--- config.mk ---
export PLATFORM = sky130hd
export DESIGN_NAME = cvt_bus_ctrl
export DESIGN_NICKNAME = d
export VERILOG_FILES = /design/src/rtl/cvt_pkg.sv /design/src/rtl/cvt_pin_sampler.sv /design/src/rtl/cvt_por_timer.sv /design/src/rtl/cvt_phase_seq.sv /design/src/rtl/cvt_result_latch.sv /design/src/rtl/cvt_bus_ctrl.sv
export SDC_FILE = /design/constraint.sdc
export NUM_CORES = 1
export LEC_CHECK = 0
export BUFFER_PORTS_ARGS = -buffer_cell sky130_fd_sc_hd__buf_4
export CORE_ASPECT_RATIO = 1.75
export CORE_MARGIN = 10
export CORE_UTILIZATION = 55
export CTS_BUF_LIST = sky130_fd_sc_hd__clkbuf_8
export CTS_CLUSTER_SIZE = 10
export DETAILED_ROUTE_END_ITERATION = 8
export PLACE_DENSITY = 0.86
export SLEW_MARGIN = 15
export SYNTH_ARGS = -nofsm -noshare
export SYNTH_HDL_FRONTEND = slang
export SYNTH_SLANG_ARGS = --single-unit
--- constraint.sdc ---
create_clock -name clk_i -period 3.5 [get_ports clk_i]
set_input_delay 0.35 -clock clk_i [delete_from_list [all_inputs] [get_ports clk_i]]
set_output_delay 0.35 -clock clk_i [all_outputs]
set_load 0.01 [all_outputs]
--- src/rtl/cvt_pkg.sv ---
package cvt_pkg;
  typedef enum logic [1:0] {
    PH_IDLE   = 2'd0,
    PH_COARSE = 2'd1,
    PH_FINE   = 2'd2
  } phase_e;

  localparam int unsigned PIN_RD = 0;
  localparam int unsigned PIN_WR = 1;
  localparam int unsigned N_STROBES = 2;
endpackage

--- src/rtl/cvt_pin_sampler.sv ---
module cvt_pin_sampler #(
  parameter int unsigned N = 2
) (
  input  logic         clk_i,
  input  logic         rst_ni,
  input  logic [N-1:0] pins_i,
  output logic [N-1:0] lvl_o,
  output logic [N-1:0] rise_o,
  output logic [N-1:0] fall_o
);
  logic [N-1:0] cur_q, prev_q;

  for (genvar i = 0; i < N; i++) begin : g_pin
    always_ff @(posedge clk_i or negedge rst_ni) begin
      if (!rst_ni) begin
        cur_q[i]  <= 1'b1;
        prev_q[i] <= 1'b1;
      end else begin
        cur_q[i]  <= pins_i[i];
        prev_q[i] <= cur_q[i];
      end
    end
    assign lvl_o[i]  = cur_q[i];
    assign rise_o[i] = cur_q[i] & ~prev_q[i];
    assign fall_o[i] = ~cur_q[i] & prev_q[i];
  end
endmodule

--- src/rtl/cvt_por_timer.sv ---
module cvt_por_timer #(
  parameter int unsigned POR_CYCLES = 750
) (
  input  logic clk_i,
  input  logic rst_ni,
  output logic busy_o
);
  localparam int unsigned CW = $clog2(POR_CYCLES + 1);
  localparam logic [CW-1:0] LAST = CW'(POR_CYCLES);

  logic [CW-1:0] cnt_q;

  always_ff @(posedge clk_i or negedge rst_ni) begin
    if (!rst_ni)            cnt_q <= '0;
    else if (cnt_q != LAST) cnt_q <= cnt_q + 1'b1;
  end

  assign busy_o = (cnt_q != LAST);

  // once the window has closed it never reopens
  assert_por_once_R1: assert property (@(posedge clk_i) disable iff (!rst_ni)
    !busy_o |=> !busy_o);
endmodule

--- src/rtl/cvt_phase_seq.sv ---
module cvt_phase_seq import cvt_pkg::*; #(
  parameter int unsigned COARSE_CYCLES = 4,
  parameter int unsigned FINE_CYCLES   = 6
) (
  input  logic   clk_i,
  input  logic   rst_ni,
  input  logic   flush_i,
  input  logic   start_i,
  input  logic   wr_paced_i,
  input  logic   coarse_end_i,
  input  logic   abort_i,
  output phase_e phase_o,
  output logic   done_o
);
  localparam int unsigned MAXC = (COARSE_CYCLES > FINE_CYCLES) ? COARSE_CYCLES : FINE_CYCLES;
  localparam int unsigned CW = $clog2(MAXC + 1);
  localparam logic [CW-1:0] C_LAST = CW'(COARSE_CYCLES - 1);
  localparam logic [CW-1:0] F_LAST = CW'(FINE_CYCLES - 1);

  phase_e        ph_q;
  logic [CW-1:0] cnt_q;

  always_ff @(posedge clk_i or negedge rst_ni) begin
    if (!rst_ni) begin
      ph_q  <= PH_IDLE;
      cnt_q <= '0;
    end else if (flush_i || (ph_q != PH_IDLE && abort_i)) begin
      ph_q  <= PH_IDLE;
      cnt_q <= '0;
    end else begin
      unique case (ph_q)
        PH_IDLE: begin
          if (start_i) begin
            ph_q  <= PH_COARSE;
            cnt_q <= '0;
          end
        end
        PH_COARSE: begin
          if (wr_paced_i) begin
            if (coarse_end_i) begin
              ph_q  <= PH_FINE;
              cnt_q <= '0;
            end
          end else if (cnt_q == C_LAST) begin
            ph_q  <= PH_FINE;
            cnt_q <= '0;
          end else begin
            cnt_q <= cnt_q + 1'b1;
          end
        end
        PH_FINE: begin
          if (cnt_q == F_LAST) begin
            ph_q  <= PH_IDLE;
            cnt_q <= '0;
          end else begin
            cnt_q <= cnt_q + 1'b1;
          end
        end
        default: begin
          ph_q  <= PH_IDLE;
          cnt_q <= '0;
        end
      endcase
    end
  end

  assign phase_o = ph_q;
  assign done_o  = (ph_q == PH_FINE) && (cnt_q == F_LAST) && !flush_i && !abort_i;

  // write-paced coarse phase waits for the strobe, not the counter
  assert_wr_coarse_hold_R7: assert property (@(posedge clk_i) disable iff (!rst_ni)
    (ph_q == PH_COARSE && wr_paced_i && !coarse_end_i && !flush_i && !abort_i) |=> ph_q == PH_COARSE);

  assert_abort_idle_R6: assert property (@(posedge clk_i) disable iff (!rst_ni)
    (ph_q != PH_IDLE && abort_i) |=> ph_q == PH_IDLE);
endmodule

--- src/rtl/cvt_result_latch.sv ---
module cvt_result_latch #(
  parameter int unsigned DATA_W = 8
) (
  input  logic              clk_i,
  input  logic              rst_ni,
  input  logic              flush_i,
  input  logic              set_i,
  input  logic              clr_i,
  input  logic [DATA_W-1:0] result_i,
  output logic              pending_o,
  output logic [DATA_W-1:0] data_o
);
  logic              pend_q;
  logic [DATA_W-1:0] data_q;

  always_ff @(posedge clk_i or negedge rst_ni) begin
    if (!rst_ni) begin
      pend_q <= 1'b0;
      data_q <= '0;
    end else if (flush_i) begin
      pend_q <= 1'b0;
    end else if (set_i) begin
      pend_q <= 1'b1;
      data_q <= result_i;
    end else if (clr_i) begin
      pend_q <= 1'b0;
    end
  end

  assign pending_o = pend_q;
  assign data_o    = data_q;

  assert_latch_capture_R11: assert property (@(posedge clk_i) disable iff (!rst_ni)
    $rose(pend_q) |-> data_q == $past(result_i));

  assert_data_hold_R11: assert property (@(posedge clk_i) disable iff (!rst_ni)
    !set_i |=> $stable(data_q));
endmodule

--- src/rtl/cvt_bus_ctrl.sv ---
module cvt_bus_ctrl import cvt_pkg::*; #(
  parameter int unsigned DATA_W        = 8,
  parameter int unsigned COARSE_CYCLES = 4,
  parameter int unsigned FINE_CYCLES   = 6,
  parameter int unsigned POR_CYCLES    = 750
) (
  input  logic              clk_i,
  input  logic              rst_ni,
  input  logic              mode_i,
  input  logic              cs_ni,
  input  logic              rd_ni,
  input  logic              wr_ni,
  input  logic [DATA_W-1:0] result_i,
  output logic              int_no,
  output logic              rdy_drive_low_o,
  output logic              rdy_release_o,
  output logic              bus_oe_o,
  output logic [DATA_W-1:0] data_o
);
  logic [N_STROBES-1:0] stb_lvl, stb_rise, stb_fall, stb_pins;
  logic mode_q, cs_q, cs_eff, cs_eff_p, cs_eff_rise;
  logic por_busy, start, abort, clr, done, pending;
  phase_e phase;

  assign stb_pins[PIN_RD] = rd_ni;
  assign stb_pins[PIN_WR] = wr_ni;

  cvt_pin_sampler #(.N(N_STROBES)) u_strobes (
    .clk_i (clk_i),
    .rst_ni(rst_ni),
    .pins_i(stb_pins),
    .lvl_o (stb_lvl),
    .rise_o(stb_rise),
    .fall_o(stb_fall)
  );

  cvt_por_timer #(.POR_CYCLES(POR_CYCLES)) u_por (
    .clk_i (clk_i),
    .rst_ni(rst_ni),
    .busy_o(por_busy)
  );

  always_ff @(posedge clk_i or negedge rst_ni) begin
    if (!rst_ni) begin
      mode_q   <= 1'b0;
      cs_q     <= 1'b1;
      cs_eff_p <= 1'b1;
    end else begin
      mode_q   <= mode_i;
      cs_q     <= cs_ni;
      cs_eff_p <= cs_eff;
    end
  end

  // power-on window masks chip select
  assign cs_eff      = cs_q | por_busy;
  assign cs_eff_rise = cs_eff & ~cs_eff_p;

  assign start = ~cs_eff & (mode_q ? stb_fall[PIN_WR] : stb_fall[PIN_RD]);
  assign abort = ~mode_q & (stb_lvl[PIN_RD] | cs_eff);
  assign clr   = stb_rise[PIN_RD] | cs_eff_rise | (mode_q & stb_rise[PIN_WR]);

  cvt_phase_seq #(
    .COARSE_CYCLES(COARSE_CYCLES),
    .FINE_CYCLES  (FINE_CYCLES)
  ) u_seq (
    .clk_i       (clk_i),
    .rst_ni      (rst_ni),
    .flush_i     (por_busy),
    .start_i     (start),
    .wr_paced_i  (mode_q),
    .coarse_end_i(stb_lvl[PIN_WR]),
    .abort_i     (abort),
    .phase_o     (phase),
    .done_o      (done)
  );

  cvt_result_latch #(.DATA_W(DATA_W)) u_latch (
    .clk_i    (clk_i),
    .rst_ni   (rst_ni),
    .flush_i  (por_busy),
    .set_i    (done),
    .clr_i    (clr),
    .result_i (result_i),
    .pending_o(pending),
    .data_o   (data_o)
  );

  assign int_no          = ~pending;
  assign bus_oe_o        = pending & ~stb_lvl[PIN_RD] & ~cs_eff;
  assign rdy_drive_low_o = ~mode_q & ~cs_eff & ~pending;
  assign rdy_release_o   = ~mode_q & (cs_eff | pending);

  assert_por_quiet_R1: assert property (@(posedge clk_i) disable iff (!rst_ni)
    por_busy |-> (int_no && !bus_oe_o && phase == PH_IDLE));

  assert_rdy_input_R2: assert property (@(posedge clk_i) disable iff (!rst_ni)
    mode_q |-> (!rdy_drive_low_o && !rdy_release_o));

  assert_rdy_pending_R3: assert property (@(posedge clk_i) disable iff (!rst_ni)
    (!mode_q && !int_no) |-> (rdy_release_o && !rdy_drive_low_o));

  assert_oe_needs_int_R8: assert property (@(posedge clk_i) disable iff (!rst_ni)
    bus_oe_o |-> !int_no);

  assert_oe_needs_rd_R8: assert property (@(posedge clk_i) disable iff (!rst_ni)
    bus_oe_o |-> (!stb_lvl[PIN_RD] && !cs_q));
endmodule

# Yosys cells after proc, flatten, opt, wreduce, memory -nomap -nowiden

Index checks and enable logic that the tools add are counted.

Add/subtract/negate cells: 2
Eq/ne operators: 9
Mux-type cells: 18
Bitwise logic cells: 27
Reductions and logical operators: 13

Operators by type and width:

| cell                                                                     | count |
|---|---|
| 3-bit two-way mux                                                        | 6 |
| 1-bit bitwise AND                                                        | 13 |
| 2-bit two-way mux                                                        | 6 |
| 10-bit by 1-bit adder with 10-bit output (second input constant)         | 1 |
| 10-bit inequality test (second input constant)                           | 1 |
| 1-bit NOT                                                                | 9 |
| 3-bit case mux with 3 select lines                                       | 1 |
| 2-bit case mux with 3 select lines                                       | 1 |
| 1-bit bitwise OR                                                         | 5 |
| 1-bit logical AND                                                        | 4 |
| 1-bit two-way mux                                                        | 4 |
| 4-bit by 2-bit inequality test with 1-bit output (second input constant) | 1 |
| 4-bit by 3-bit inequality test with 1-bit output (second input constant) | 1 |
| 2-bit AND reduction                                                      | 2 |
| 4-bit AND reduction                                                      | 1 |
| 3-bit by 1-bit adder with 3-bit output (second input constant)           | 1 |
| 3-bit by 2-bit == test with 1-bit output (second input constant)         | 1 |
| 3-bit == test (second input constant)                                    | 1 |
| 3-bit by 1-bit inequality test with 1-bit output (second input constant) | 1 |
| 3-bit by 2-bit inequality test with 1-bit output (second input constant) | 1 |
| 3-bit nonzero test                                                       | 1 |
| 2-bit by 1-bit == test with 1-bit output (second input constant)         | 1 |
| 2-bit == test (second input constant)                                    | 1 |
| 1-bit zero test                                                          | 2 |
| other kinds (3)                                                          | 3 |

Bits in registers: 31
Bits of input ports: 14

# Depth between registers and ports, before layout

Depth after elaboration: 8
Depth in mapped cells: 7
Depth with buffers taken out: 7

# Cells and area by module

From an unflattened synthesis, not the netlist that was laid out.

Cells, all modules: 144
Area, all modules: 1624.1 um^2

Modules (own cells, without submodules):

| module           | times used | cells each | area each (um^2) | seq. area each (um^2) |
|---|---|---|---|---|
| cvt_por_timer    | 1          | 48         | 510.5            | 250.2 |
| cvt_phase_seq    | 1          | 51         | 449.2            | 125.1 |
| cvt_result_latch | 1          | 22         | 385.4            | 225.2 |
| cvt_pin_sampler  | 1          | 8          | 140.1            | 105.1 |
| cvt_bus_ctrl     | 1          | 15         | 138.9            | 77.6 |

# Worst setup path before layout

Ideal clock, no wire load.

Path type: register to output
Start: reg u_por.cnt_q[0]
End: out bus_oe_o
Data arrival time: 1.469 ns
Data required time: 3.150 ns
Slack: 1.681 ns
Stages on the path, launching flop included: 7
Path buffers: 0
Cell sequence: dfrtp_1 > inv_1 > ha_1 > and4bb_2 > and3b_2 > nand2_1 > nor3_1

Cells in the longest elaborated chain, start to end: 4

RTL lines:

| item                   | RTL line            | text |
|---|---|---|
| from (decl)            | cvt_por_timer.sv:11 | `logic [CW-1:0] cnt_q;` |
| from (signal assigned) | cvt_por_timer.sv:15 | `else if (cnt_q != LAST) cnt_q <= cnt_q + 1'b1;` |
| 10-bit inequality test | cvt_por_timer.sv:18 | `assign busy_o = (cnt_q != LAST);` |
| 1-bit bitwise OR       | cvt_bus_ctrl.sv:56  | `assign cs_eff = cs_q \| por_busy;` |
| 1-bit NOT              | cvt_bus_ctrl.sv:90  | `assign bus_oe_o = pending & ~stb_lvl[PIN_RD] & ~cs_eff;` |
| 1-bit bitwise AND      | cvt_bus_ctrl.sv:90  |  |
| to (decl)              | cvt_bus_ctrl.sv:17  | `output logic bus_oe_o,` |

No other way between the ends.

# Worst setup path in the final report

Same ends and word-level chain as after synthesis.

==> results.tsv <==
stage	metric	value	unit
synthesis	area share of the largest cell type after synthesis	41.4	%
synthesis	Top FF cell, synth	dfrtp_1	
synthesis	FF+latch count, synth	31	
synthesis	Warnings, synthesis	0	
layout	fin area	1830	um^2
synthesis	Syn Inst Count	130	
sta	Clock Skews	0.00803	ns
power	static leakage	0.822	nW
clock_tree	Sink Count	31	
floorplanning	std cell rows	25	
sta	min cycle time layout	2.30	ns
synthesis	synthesized area per cell	11.6	um^2
clock_tree	H-tree depth	2	
global_routing	largest net degree at the start of global routing	32	
sta	# setup viols final	0	
clock_tree	root buf cell	clkbuf_8	
layout	Fillers	193	
synthesis	async set-reset flop share out of synthesis	100	%
route	via count	1107	
worst_setup_path	critical path type	flop to output port	
clock_tree	total clock buffers created by CTS	5	
placement	port buffer count	25	
floorplanning	Initial Util	56.8	%
sta	setup TNS	0	ns
synthesis	area leader, netlist	dfrtp_1	
floorplanning	core area	2660	um^2
sta	period utilization	65.8	%
floorplanning	die area	5330	um^2
placement	DP Area	1730	um^2
power	PD cells	382	nW/um^2
worst_hold_path	Hold Path Class	input port to flop	
worst_setup_path	Max Fanout on Critical Path	6	
route	Residual DRC	0	
synthesis	EDFF count, synth	0	
layout	fraction of layout cells with a size suffix above 1	31.1	%
floorplanning	die height	89.3	um
sta	RSZ-0062 raised after global routing	false	
synthesis	Post-synth top cells	dfrtp_1, nand2_1, ha_1, inv_1	
floorplanning	Die X	59.6	um
layout	area of the multi-input gates	694	um^2
layout	FF/Latch Area	783	um^2
sta	final hold vios	0	
layout	fin nets	188	
sta	Slew Viols, Final	0	
clock_tree	insertion delay to the later sink of the worst-skew pair	0.29	ns
layout	Antenna diodes	0	
worst_setup_path	worst path required time	3.15	ns
route	DRT Pass-1 Iters	4	
layout	synthesis-to-layout area growth	21.4	%
sta	worst relative slew slack	58.0	%
global_routing	initial antenna violation count	0	
synthesis	Netlist Area Pre-Place	1510	um^2
clock_tree	CTS Buffer Depth	2	
route	Iteration-0 DRC Markers	18	
worst_setup_path	r2r setup slk	1.56	ns
global_routing	number of global-route vias before repair	1196	
worst_setup_path	Worst Setup End Kind	output port	
route	average wire per standard cell	16.4	um
synthesis	sequential share of the synthesized area	51.8	%
route	Routed Antenna Nets	0	
placement	GP Congestion	0.845	
floorplanning	Ports	26	
worst_setup_path	CP startpoint kind	flop	
clock_tree	CTS tree	done	
synthesis	leading post-synthesis cells by cell area	dfrtp_1, dfstp_2, ha_1	
route	Vias per Instance	5.80	
sta	Slew @ Worst Pin	0.624	ns
global_routing	Overall Global Routing Usage	12.6	%
synthesis	syn_nets	155	
run_status	status	finished, final reports clean	
job	max-cap viol count	0	
global_routing	total gr overflow	0	
clock_tree	Worst-path clk slew	0.07	ns
global_routing	first-pass GRT wire length	5.09	mm
synthesis	count leader, synth	dfrtp_1	
worst_setup_path	Critical Path AT	1.95	ns
synthesis	library cells used by synthesis	29	
route	final wirelength	3.13	mm
power	maximum vdd ir drop	312	uV
sta	Max Fclk	0.434	GHz
placement	hpwl dp	2.45	mm
[area by class of cell]
class	count	share of cell area [%]
clock inverters	2	0.477
inverters	9	1.84
repair buffers	26	10.8
multi-input cells	90	37.9
flip-flops and latches	31	42.7
well taps	27	1.84
clock buffers	6	4.50
[flip-flops by register name, indices dropped and copies added (netlist names)]
name,flops
cs_eff_p,1
cs_q,1
u_strobes.prev_q,2
u_latch.data_o,8
u_latch.pending_o,1
mode_q,1
u_seq.cnt_q,3
u_seq.phase_o,2
u_por.cnt_q,10
u_strobes.lvl_o,2
[metrics by stage]
step	cells	worst slack (ns)	power [mW]	hold WS [ns]	utilization [%]
2_1_floorplan	130	1.68	0.393	0.0544	-
5_1_grt	191	1.11	0.728	0.161	69.0
6_report	191	1.20	0.701	0.170	69.0
3_5_place_dp	182	1.53	0.423	0.303	65.2
3_3_place_gp	182	1.63	0.421	0.294	65.2
4_1_cts	191	1.21	0.710	0.164	69.0
[cells by family (layout without fill, tap and decap cells)]
family	after synthesis	count (layout)	synth area share (%)
fa+ha+maj	11	11	9.11
flops	31	31	51.8
buf+inv	9	43	2.23
simple gates	42	42	17.2
mux	8	8	5.96
xor+xnor	8	8	4.64
compound gates	21	21	9.02
[layout by cell type (no fill, tap or decap), drive strengths merged]
master        n
buf          25
dfrtp        25
nand2        13
ha           11
inv          10
xnor2         8
mux2          8
o21ai         7
a21oi         6
clkbuf        6
dfstp         6
nand3         6
and3          4
nand4         4
nand2b        3
nand4b        3
nor3          2
nor2          2
nor2b         2
o22ai         2
and4bb        1
and3b         1
a31oi         1
and2          1
o21bai        1
o221ai        1
a211oi        1
a211o         1
o21a          1
clkinv        1
dlygate4sd3   1
[power by group]
| group | total (mW) | internal (mW) | leakage (nW) | switching, mW |
|---|---|---|---|---|
| Combinational | 0.0408 | 0.0225 | 0.392 | 0.0183 |
| Clock | 0.285 | 0.155 | 0.0524 | 0.130 |
| Sequential | 0.375 | 0.369 | 0.377 | 0.00618 |
| Total | 0.701 | 0.547 | 0.822 | 0.154 |
[path summary, 6_finish.rpt]
path	startpoint	end	depth (start not counted)
min in group asynchronous	rst_ni	u_latch.data_o[5]	2
max reg2reg	u_por.cnt_q[0]	u_seq.phase_o[1]	7
min reg2reg	u_strobes.lvl_o[1]	u_strobes.prev_q[1]	0
max	u_por.cnt_q[0]	bus_oe_o	7
min	wr_ni	u_strobes.lvl_o[1]	1
max in group asynchronous	rst_ni	u_strobes.prev_q[1]	2
[critical path, stage by stage, from the launching register on]
cell and delay (ns):
dfrtp_1 0.44, inv_1 0.12, ha_1 0.15, and4bb_2 0.28, and3b_2 0.26, nand2_1 0.08, nor3_1 0.17, buf_4 0.16
[metal layers]
metal  GRT usage (%)  wire [um]  share of wire (%)  vias up
met4            8.81        106                3.4        0
met2            20.8       1740                 56       23
li1                -          -                  -      521
met3            5.26        166                5.3       11
met5               0          0                  0        -
met1            12.1       1110                 36      552
[timing repair]
| item | 4_1_cts | 5_1_grt |
|---|---|---|
| endpoints found under the hold margin | 21 | 0 |
| gates resized for setup | 0 | 0 |
| setup buffers | 0 | 0 |
| hold buffers | 1 | 0 |
Note: power is estimated with default switching activity, not from simulation.
